===== src/rtl/eo_pkg.sv =====
// Shared constants and helpers for the interleaved black-level corrector.
// Assumes two channels that alternate sample by sample.
package eo_pkg;
    localparam int NUM_CH = 2;

    // Clamp a signed value into 0 .. hi.
    function automatic int clamp_range(input int v, input int hi);
        if (v < 0)
            return 0;
        else if (v > hi)
            return hi;
        else
            return v;
    endfunction
endpackage


===== src/rtl/eo_phase.sv =====
// Channel toggle: reports whether the sample on this edge belongs to the odd
// channel. The first sample of a dark strobe (cal_n falling) is forced even.
// Assumes cal_n is synchronous to clk.
module eo_phase (
    input  logic clk,
    input  logic rst_n,
    input  logic cal_n,
    output logic cur_odd
);
    logic phase_q;
    logic cal_prev_q;
    logic cal_fall;

    // Detect the strobe's falling edge and pick the parity for this sample.
    always_comb begin
        cal_fall = cal_prev_q && !cal_n;
        cur_odd  = cal_fall ? 1'b0 : phase_q;
    end

    // Advance the toggle and remember the previous strobe level.
    always_ff @(posedge clk) begin
        if (!rst_n) begin
            phase_q    <= 1'b0;
            cal_prev_q <= 1'b1;
        end else begin
            phase_q    <= !cur_odd;
            cal_prev_q <= cal_n;
        end
    end
endmodule


===== src/rtl/eo_tracker.sv =====
// Per-channel dark-level estimator: a leaky average held with FRAC
// fractional bits. Each update moves the estimate by the error divided by
// 2**SHIFT, rounded toward minus infinity. Assumes upd is asserted only on
// dark samples of this channel.
module eo_tracker #(
    parameter int DW    = 10,
    parameter int FRAC  = 4,
    parameter int SHIFT = 4
) (
    input  logic                 clk,
    input  logic                 rst_n,
    input  logic                 upd,
    input  logic [DW-1:0]        sample,
    output logic [DW+FRAC-1:0]   level
);
    localparam int LW = DW + FRAC;

    logic signed [LW:0] err_s;
    logic signed [LW:0] step_s;
    logic signed [LW:0] nxt_s;

    // Compute the error against the scaled sample and the next estimate.
    always_comb begin
        err_s  = $signed({1'b0, sample, {FRAC{1'b0}}}) - $signed({1'b0, level});
        step_s = err_s >>> SHIFT;
        nxt_s  = $signed({1'b0, level}) + step_s;
    end

    // Hold the estimate; update it only when this channel sees a dark sample.
    always_ff @(posedge clk) begin
        if (!rst_n)
            level <= '0;
        else if (upd)
            level <= nxt_s[LW-1:0];
    end
endmodule


===== src/rtl/eo_out_stage.sv =====
// Second pipeline stage: subtracts the channel offset (estimate minus target),
// clamps the result, and applies the bypass and blanking choices.
// Assumes the level input is already selected for the sample's channel.
module eo_out_stage #(
    parameter int DW    = 10,
    parameter int FRAC  = 4,
    parameter int TSTEP = 16,
    parameter int SELW  = 2
) (
    input  logic                 clk,
    input  logic                 rst_n,
    input  logic [DW-1:0]        s1_sample,
    input  logic                 s1_blank_n,
    input  logic                 s1_en,
    input  logic [SELW-1:0]      s1_sel,
    input  logic [DW+FRAC-1:0]   level,
    output logic [DW-1:0]        out_q
);
    localparam int CW  = DW + 2;
    localparam int MAXV = (1 << DW) - 1;

    logic [DW-1:0]        tgt;
    logic signed [CW-1:0] offset_s;
    logic signed [CW-1:0] corr_s;
    logic [DW-1:0]        corr_sat;

    // Form target, offset and clamped corrected value.
    always_comb begin
        tgt      = DW'((int'(s1_sel) + 1) * TSTEP);
        offset_s = $signed({2'b00, level[FRAC +: DW]}) - $signed({2'b00, tgt});
        corr_s   = $signed({2'b00, s1_sample}) - offset_s;
        corr_sat = DW'(eo_pkg::clamp_range(int'(corr_s), MAXV));
    end

    // Register the output with blanking taking precedence over bypass.
    always_ff @(posedge clk) begin
        if (!rst_n)
            out_q <= '0;
        else if (!s1_blank_n)
            out_q <= '0;
        else if (!s1_en)
            out_q <= s1_sample;
        else
            out_q <= corr_sat;
    end
endmodule


===== src/rtl/eo_offset_corr.sv =====
// Top of the interleaved black-level corrector. Stage 1 captures the sample
// and its controls; stage 2 corrects and registers it. Two estimators, one per
// channel, learn while cal_n is low. Assumes all inputs are synchronous to clk.
module eo_offset_corr #(
    parameter int DW    = 10,
    parameter int FRAC  = 4,
    parameter int SHIFT = 4,
    parameter int TSTEP = 16,
    parameter int SELW  = 2
) (
    input  logic            clk,
    input  logic            rst_n,
    input  logic [DW-1:0]   sample_in,
    input  logic            cal_n,
    input  logic            blank_n,
    input  logic            corr_en,
    input  logic [SELW-1:0] target_sel,
    output logic [DW-1:0]   sample_out
);
    localparam int LW = DW + FRAC;

    logic            cur_odd;
    logic [DW-1:0]   s1_sample;
    logic            s1_odd;
    logic            s1_blank_n;
    logic            s1_en;
    logic [SELW-1:0] s1_sel;
    logic [LW-1:0]   lvl [eo_pkg::NUM_CH];
    logic [LW-1:0]   lvl_even;
    logic [LW-1:0]   lvl_odd;
    logic [LW-1:0]   lvl_pick;

    eo_phase u_phase (
        .clk     (clk),
        .rst_n   (rst_n),
        .cal_n   (cal_n),
        .cur_odd (cur_odd)
    );

    // One estimator per channel; each learns only its own dark samples.
    for (genvar g = 0; g < eo_pkg::NUM_CH; g++) begin : g_ch
        logic upd;
        assign upd = !cal_n && (cur_odd == (g == 1));
        eo_tracker #(.DW(DW), .FRAC(FRAC), .SHIFT(SHIFT)) u_trk (
            .clk    (clk),
            .rst_n  (rst_n),
            .upd    (upd),
            .sample (sample_in),
            .level  (lvl[g])
        );
    end

    // Name the two estimates and pick the one for the staged sample.
    always_comb begin
        lvl_even = lvl[0];
        lvl_odd  = lvl[1];
        lvl_pick = s1_odd ? lvl_odd : lvl_even;
    end

    // Stage 1: capture the sample with its parity and controls.
    always_ff @(posedge clk) begin
        if (!rst_n) begin
            s1_sample  <= '0;
            s1_odd     <= 1'b0;
            s1_blank_n <= 1'b0;
            s1_en      <= 1'b0;
            s1_sel     <= '0;
        end else begin
            s1_sample  <= sample_in;
            s1_odd     <= cur_odd;
            s1_blank_n <= blank_n;
            s1_en      <= corr_en;
            s1_sel     <= target_sel;
        end
    end

    eo_out_stage #(.DW(DW), .FRAC(FRAC), .TSTEP(TSTEP), .SELW(SELW)) u_out (
        .clk        (clk),
        .rst_n      (rst_n),
        .s1_sample  (s1_sample),
        .s1_blank_n (s1_blank_n),
        .s1_en      (s1_en),
        .s1_sel     (s1_sel),
        .level      (lvl_pick),
        .out_q      (sample_out)
    );
endmodule


===== config.mk =====
export PLATFORM = sky130hd
export DESIGN_NAME = eo_offset_corr
export DESIGN_NICKNAME = d
export VERILOG_FILES = /design/src/rtl/eo_pkg.sv /design/src/rtl/eo_phase.sv /design/src/rtl/eo_tracker.sv /design/src/rtl/eo_out_stage.sv /design/src/rtl/eo_offset_corr.sv
export SDC_FILE = /design/constraint.sdc
export NUM_CORES = 1
export LEC_CHECK = 0
export CORE_UTILIZATION = 55
export DETAILED_ROUTE_END_ITERATION = 16
export PLACE_DENSITY_LB_ADDON = 0.05
export SLEW_MARGIN = 40
export SYNTH_ARGS = -nofsm -noshare
export SYNTH_HDL_FRONTEND = slang
export SYNTH_SLANG_ARGS = --single-unit

===== constraint.sdc =====
create_clock -name clk -period 7.7 [get_ports clk]
set_input_delay 2.31 -clock clk [delete_from_list [all_inputs] [get_ports clk]]
set_output_delay 2.31 -clock clk [all_outputs]
set_load 0.05 [all_outputs]

### Word-level counts from Yosys, hierarchy flattened

Index checks and enable logic that the tools add are counted.

| word-level totals | value |
|---|---|
| register bits after elaboration | 55 |
| input port bits | 17 |
| output and inout port bits | 10 |

| operators by class | value |
|---|---|
| add/subtract/negate cells | 7 |
| order comparisons | 2 |
| mux-type cells | 5 |
| bitwise operators | 1 |
| reductions and logical operators | 6 |

Operators with widths:

| kind | number |
|---|---|
| $mux 10 | 3 |
| $sub 14x14->15 | 2 |
| $add 14x11->14 | 2 |
| $mux 14 | 1 |
| $gt 12x11->1 const B | 1 |
| $lt 12x1->1 const B | 1 |
| $sub 11x11->12 | 1 |
| $sub 10x7->11 | 1 |
| $add 2x1->3 const B | 1 |
| $logic_and 1x1->1 | 3 |
| $logic_not 1->1 | 2 |
| $reduce_and 2->1 | 1 |
| $mux 1 | 1 |
| $not 1->1 | 1 |

### Logic depth before layout (Yosys ltp)

| depth | value |
|---|---|
| depth after elaboration | 7 |
| mapped depth | 18 |

### Hierarchy

A second synthesis with hierarchy kept.

| unflattened totals | value |
|---|---|
| cell total of the unflattened synthesis | 558 |
| area total of the unflattened synthesis | 4748.3 µm² |

Modules (own cells, without submodules):

| module | times used | cells each | area an instance (µm²) |
|---|---|---|---|
| eo_tracker | 2 | 183 | 1492.7 |
| eo_out_stage | 1 | 138 | 1119.8 |
| eo_offset_corr | 1 | 48 | 576.8 |
| eo_phase | 1 | 6 | 66.3 |

### Worst setup path after synthesis

OpenSTA, ideal clock, no wires.

| path | value |
|---|---|
| path kind | input port to flip-flop |
| start point | input sample_in[1] |
| end point | register g_ch[1].u_trk.level[12] |
| data arrival time | 4.933 ns |
| path slack | 2.635 ns |
| cell stages on the path | 14 |
| buffers on the path | 0 |
| cells stage by stage | ha_1 a21oi_1 o22ai_2 a41oi_1 inv_1 a21oi_1 xnor2_1 ha_1 a2111oi_0 o21ai_0 a311oi_1 a21oi_1 xnor2_1 a21oi_1 |

| between the ends | value |
|---|---|
| longest elaborated chain between the ends | 2 |

Ends and longest elaborated chain:

| what | RTL line | text |
|---|---|---|
| start, declared | eo_offset_corr.sv:13 | `input logic [DW-1:0] sample_in,` |
| $sub 14x14->15 | eo_tracker.sv:24 | `err_s = $signed({1'b0, sample, {FRAC{1'b0}}}) - $signed({1'b0, level});` |
| $add 14x11->14 | eo_tracker.sv:26 | `nxt_s = $signed({1'b0, level}) + step_s;` |
| end signal, assigned | eo_tracker.sv:34 | `level <= nxt_s[LW-1:0];` |
| end, declared | eo_tracker.sv:14 | `output logic [DW+FRAC-1:0] level` |

No other way between the ends.
A chain may end at the register's enable or synchronous reset.

### Worst setup path after layout

| path | value |
|---|---|
| start point | input sample_in[3] |
| end point | register g_ch[1].u_trk.level[12] |

Same word-level chain as after synthesis.

==> results.md <==
- The flow ran to the end, and the final reports show no timing, DRC or antenna violations.
- Counting every instance in the synthesized netlist gives 568.
- The via count of the first global-routing pass is 3,916.
- The power share of the clock group is 0.119.
- For this run the aggregate overflow at the end of global routing stands at 0.
- The number of clock sinks seen by CTS is 55.
- For the finished layout, the period the worst path requires is 5.732 ns.
- The worst hold path class is flip-flop to flip-flop.
- In the final layout, flip-flops and latches occupy 1101 µm².
- The floorplan step defined a die boundary enclosing 8493 µm².
- The internal power contribution is 815.7 µW.
- The cell sitting at the root of the clock tree is a sky130_fd_sc_hd__clkbuf_8.
- The setup slack of the worst register-to-register path is 3.73 ns.
- The setup TNS after final layout is 0 ns.
- The initial cell density of the core is 0.5726.
- STA classifies the critical path startpoint as an input port.
- For this run, the post-layout net count is 670.
- TritonCTS built the clock tree.
- The clock transition at the registers of the reported paths is between 0.1 and 0.15 ns.
- During I/O placement, the number of pins put on the boundary was 27.
- The final hold slack is 0.4670 ns.
- The top cell type by total area after synthesis is sky130_fd_sc_hd__dfxtp_1.
- At the worst endpoint, the arrival time is 5.91 ns.
- Among all flip-flop cells after synthesis, the most frequent one is sky130_fd_sc_hd__dfxtp_1.
- The number of max-cap violations is 0.
- In the layout the commonest cells are sky130_fd_sc_hd__a21oi_1 (65), sky130_fd_sc_hd__nand2_1 (60), sky130_fd_sc_hd__ha_1 (60), sky130_fd_sc_hd__dfxtp_1 (55), sky130_fd_sc_hd__inv_1 (43).
- The H-tree depth is 2.
- The first global-routing pass estimated 18.15 mm of wire.
- The detailed placement HPWL is 8.427 mm.
- The horizontal die dimension is 92.16 µm.
- Based on the critical path, the design can be clocked at up to 174.5 MHz.
- Along the worst path, the maximum fanout reaches 5.
- The first routing iteration left 197 violations.
- Of the total power, combinational logic draws 0.639.
- For this design the ratio of total power to cell area is 301.5 nW/µm².
- Setup repair after global routing left no endpoint under its margin.
- After floorplanning, the core was divided into 32 placement rows.
- The worst supply voltage drop on vdd is ~0.20 mV.
- The aggregate routed wire length is 10.75 mm.
- For this run, the total global-route usage over all layers was measured as 0.2667.
- The leading cell type in the layout, fill and taps excluded is sky130_fd_sc_hd__a21oi_1.
- The number of nets produced by synthesis is 649.
- 0 antenna diodes ended up in the layout.
- Fill cells in the final layout number 730.
- Setup violations remaining at the end of the flow were counted as 0.
- After detailed routing, the average wire length per cell comes to 15.54 µm.
- The number of flops mapped to enable cells by yosys is 0.
- For the pin with the worst max-slew slack, the measured transition is between 0.7 and 0.8 ns.
- Of the total power, registers draw 0.242.
- The class of the most critical setup path is input port to flip-flop.
- STA classifies the critical path endpoint as a flip-flop.
- The count of instances resized after the clock tree is built is 0.
- The number of pins exceeding their max-slew limit in the final report is 0.
- The clock buffer count from CTS is 5.
- Each instance of the synthesized netlist takes up on average around 7.9 µm².
- The ratio of final minimum period to clock period is 0.7444.
- Entering global routing, the biggest net connects 31 pins.
- The area of the multi-input gates is around 3200 µm².
- The remaining antenna violation count is 0.
- For this run, design rule violations remaining after detail routing come to 0.
- The clock latency of the later-clocked register in the worst-skew pair is 0.32 ns.
- The share of layout cells above drive strength 1 is 0.03390.
- The total power consumption of the routed design is between 1000 and 1500 µW.
- Of the post-synthesis cell area, the dominant cell type holds 0.2463.
- The critical path data required time is 7.88 ns.
- The die span in y is around 90 µm.
- The floorplan step defined a core boundary enclosing ~8000 µm².
- The area growth from synthesis to layout is 10.13%.
- The share of synthesized area occupied by flip-flops and latches is 0.2463.
- The number of antenna violations at the first check in global routing is 0.
- The buffer count from post-CTS setup fixing is 0.
- The mapped netlist covers between 4000 and 5000 µm².
- The count of placed standard cells including taps is around 680.
- The post-synthesis register bit count is 55.
- The clock passes through at most 2 buffers.
- Detailed routing inserted a total of ~4k vias.
- The worst slew margin relative to its limit is 0.4864.
- For this run, the number of standard cells in the final layout without fillers is 692.
- The hold buffer count at cts is 0.
- The hold violation count in the final report was 0.
- After synthesis, the cell types taking the most area are sky130_fd_sc_hd__dfxtp_1 (25%), sky130_fd_sc_hd__ha_1 (17%), sky130_fd_sc_hd__a21oi_1 (7.4%), sky130_fd_sc_hd__xnor2_1 (5.5%), sky130_fd_sc_hd__nand2_1 (5.0%).
- The largest clock skew in the final design is 0.006357 ns.
- The leakage power figure is 0.002006 µW.
- The pre-CTS setup slack is 1.709 ns.
- The count of unique library cells instantiated by Yosys is 52.
- In the synthesized netlist the async set-or-reset flop fraction comes to 0.
- The number of warnings issued by yosys is 0.
- The switching power is 668.5 µW.
- The count of buffers from port buffering is 26.
- Of the total power, the share spent switching nets is 0.4504.
- Setup slack on the critical path of the routed design comes to 1.969 ns.
- The first-pass iteration count of the detailed router is 5.
- The average via count per standard cell is 5.775.
- The placer's final routability congestion estimate is 0.8849.
[per-stage QoR]
step                  util  instance area (µm²)
floorplan                -                 4471
global placement    0.6163                 4812
detailed placement  0.6171                 4818
global route        0.6306                 4923
CTS                 0.6298                 4917
finish              0.6306                 4923
[sequential cells by signal, summed over array words and instances (netlist names)]
signal              count
u_phase.cal_prev_q      1
s1_odd                  1
u_out.out_q            10
g_ch.u_trk.level       28
u_phase.phase_q         1
s1_en                   1
s1_sel                  2
s1_sample              10
s1_blank_n              1
[synth_stat cells (2+ instances only)]
master and count:
sky130_fd_sc_hd__inv_1 43, sky130_fd_sc_hd__a21o_1 7, sky130_fd_sc_hd__o31ai_1 2, sky130_fd_sc_hd__and2_1 20
sky130_fd_sc_hd__o2111ai_1 2, sky130_fd_sc_hd__a31oi_1 3, sky130_fd_sc_hd__a211o_1 5, sky130_fd_sc_hd__dfxtp_1 55
sky130_fd_sc_hd__nand2_1 60, sky130_fd_sc_hd__mux2i_1 5, sky130_fd_sc_hd__a211oi_1 7, sky130_fd_sc_hd__nor2_1 32
sky130_fd_sc_hd__clkbuf_1 10, sky130_fd_sc_hd__o211ai_1 6, sky130_fd_sc_hd__a221oi_1 2, sky130_fd_sc_hd__nor4_1 2
sky130_fd_sc_hd__a41oi_1 2, sky130_fd_sc_hd__xnor2_1 28, sky130_fd_sc_hd__o21ai_0 40, sky130_fd_sc_hd__o21bai_1 2
sky130_fd_sc_hd__nand3_1 15, sky130_fd_sc_hd__or2_2 3, sky130_fd_sc_hd__xor2_1 14, sky130_fd_sc_hd__nor3_1 12
sky130_fd_sc_hd__a21oi_1 66, sky130_fd_sc_hd__a22oi_1 2, sky130_fd_sc_hd__ha_1 60, sky130_fd_sc_hd__nand2b_1 10
sky130_fd_sc_hd__o31a_1 2, sky130_fd_sc_hd__nor2b_1 5, sky130_fd_sc_hd__fa_1 4, sky130_fd_sc_hd__or3_1 6
sky130_fd_sc_hd__a21boi_0 3, sky130_fd_sc_hd__o21a_1 15
[final timing paths]
kind           startpoint                      end  cells past startpoint
max          sample_in[3]  g_ch[1].u_trk.level[12]                     15
min          s1_sample[0]           u_out.out_q[0]                      2
max reg2reg        s1_odd           u_out.out_q[6]                     14
min reg2reg  s1_sample[0]           u_out.out_q[0]                      2
[worst max-delay path, cell delays in order]
cell and delay (ns):
sky130_fd_sc_hd__clkdlybuf4s50_1 0.49, sky130_fd_sc_hd__ha_1 0.41, sky130_fd_sc_hd__a21oi_1 0.30, sky130_fd_sc_hd__o21ai_0 0.13, sky130_fd_sc_hd__a41oi_1 0.26, sky130_fd_sc_hd__inv_1 0.07
sky130_fd_sc_hd__a21oi_1 0.19, sky130_fd_sc_hd__xnor2_1 0.09, sky130_fd_sc_hd__ha_1 0.23, sky130_fd_sc_hd__a2111oi_0 0.37, sky130_fd_sc_hd__o21ai_0 0.23, sky130_fd_sc_hd__a311oi_1 0.44
sky130_fd_sc_hd__a21oi_1 0.14, sky130_fd_sc_hd__xnor2_1 0.15, sky130_fd_sc_hd__a21oi_1 0.09
[cell families after synthesis]
logic type                 synth area share
DFF                                  0.2463
muxes                               0.01371
and+or+nand+nor                      0.1816
xor gates and xnor gates            0.08229
buffers and inverters               0.04814
adders and majority gates            0.1858
AOI/OAI and AO/OA                    0.2421
[layout make-up]
type	instances	share of cell area
repair buffers	27	0.05438
multi-input cells	457	0.6432
inverters	43	0.03278
flip-flops and latches	55	0.2236
clock buffers	6	0.01677
clock inverters	2	0.003304
well taps	102	0.02592
[per-layer routing]
layer  share of wire  global-route usage
met5               0                   0
met4          0.0091             0.06901
met3           0.034             0.03400
met2            0.49              0.4764
met1            0.47              0.3362
[power groups by stage]
stage	clock network (µW)	registers [µW]	logic (µW)
floorplan	0	360	751
global placement	0	365	909
detailed placement	0	366	932
CTS	183	359	938
global route	194	364	1060
finish	177	359	948
No activity file was read; power rests on OpenSTA's default activity.
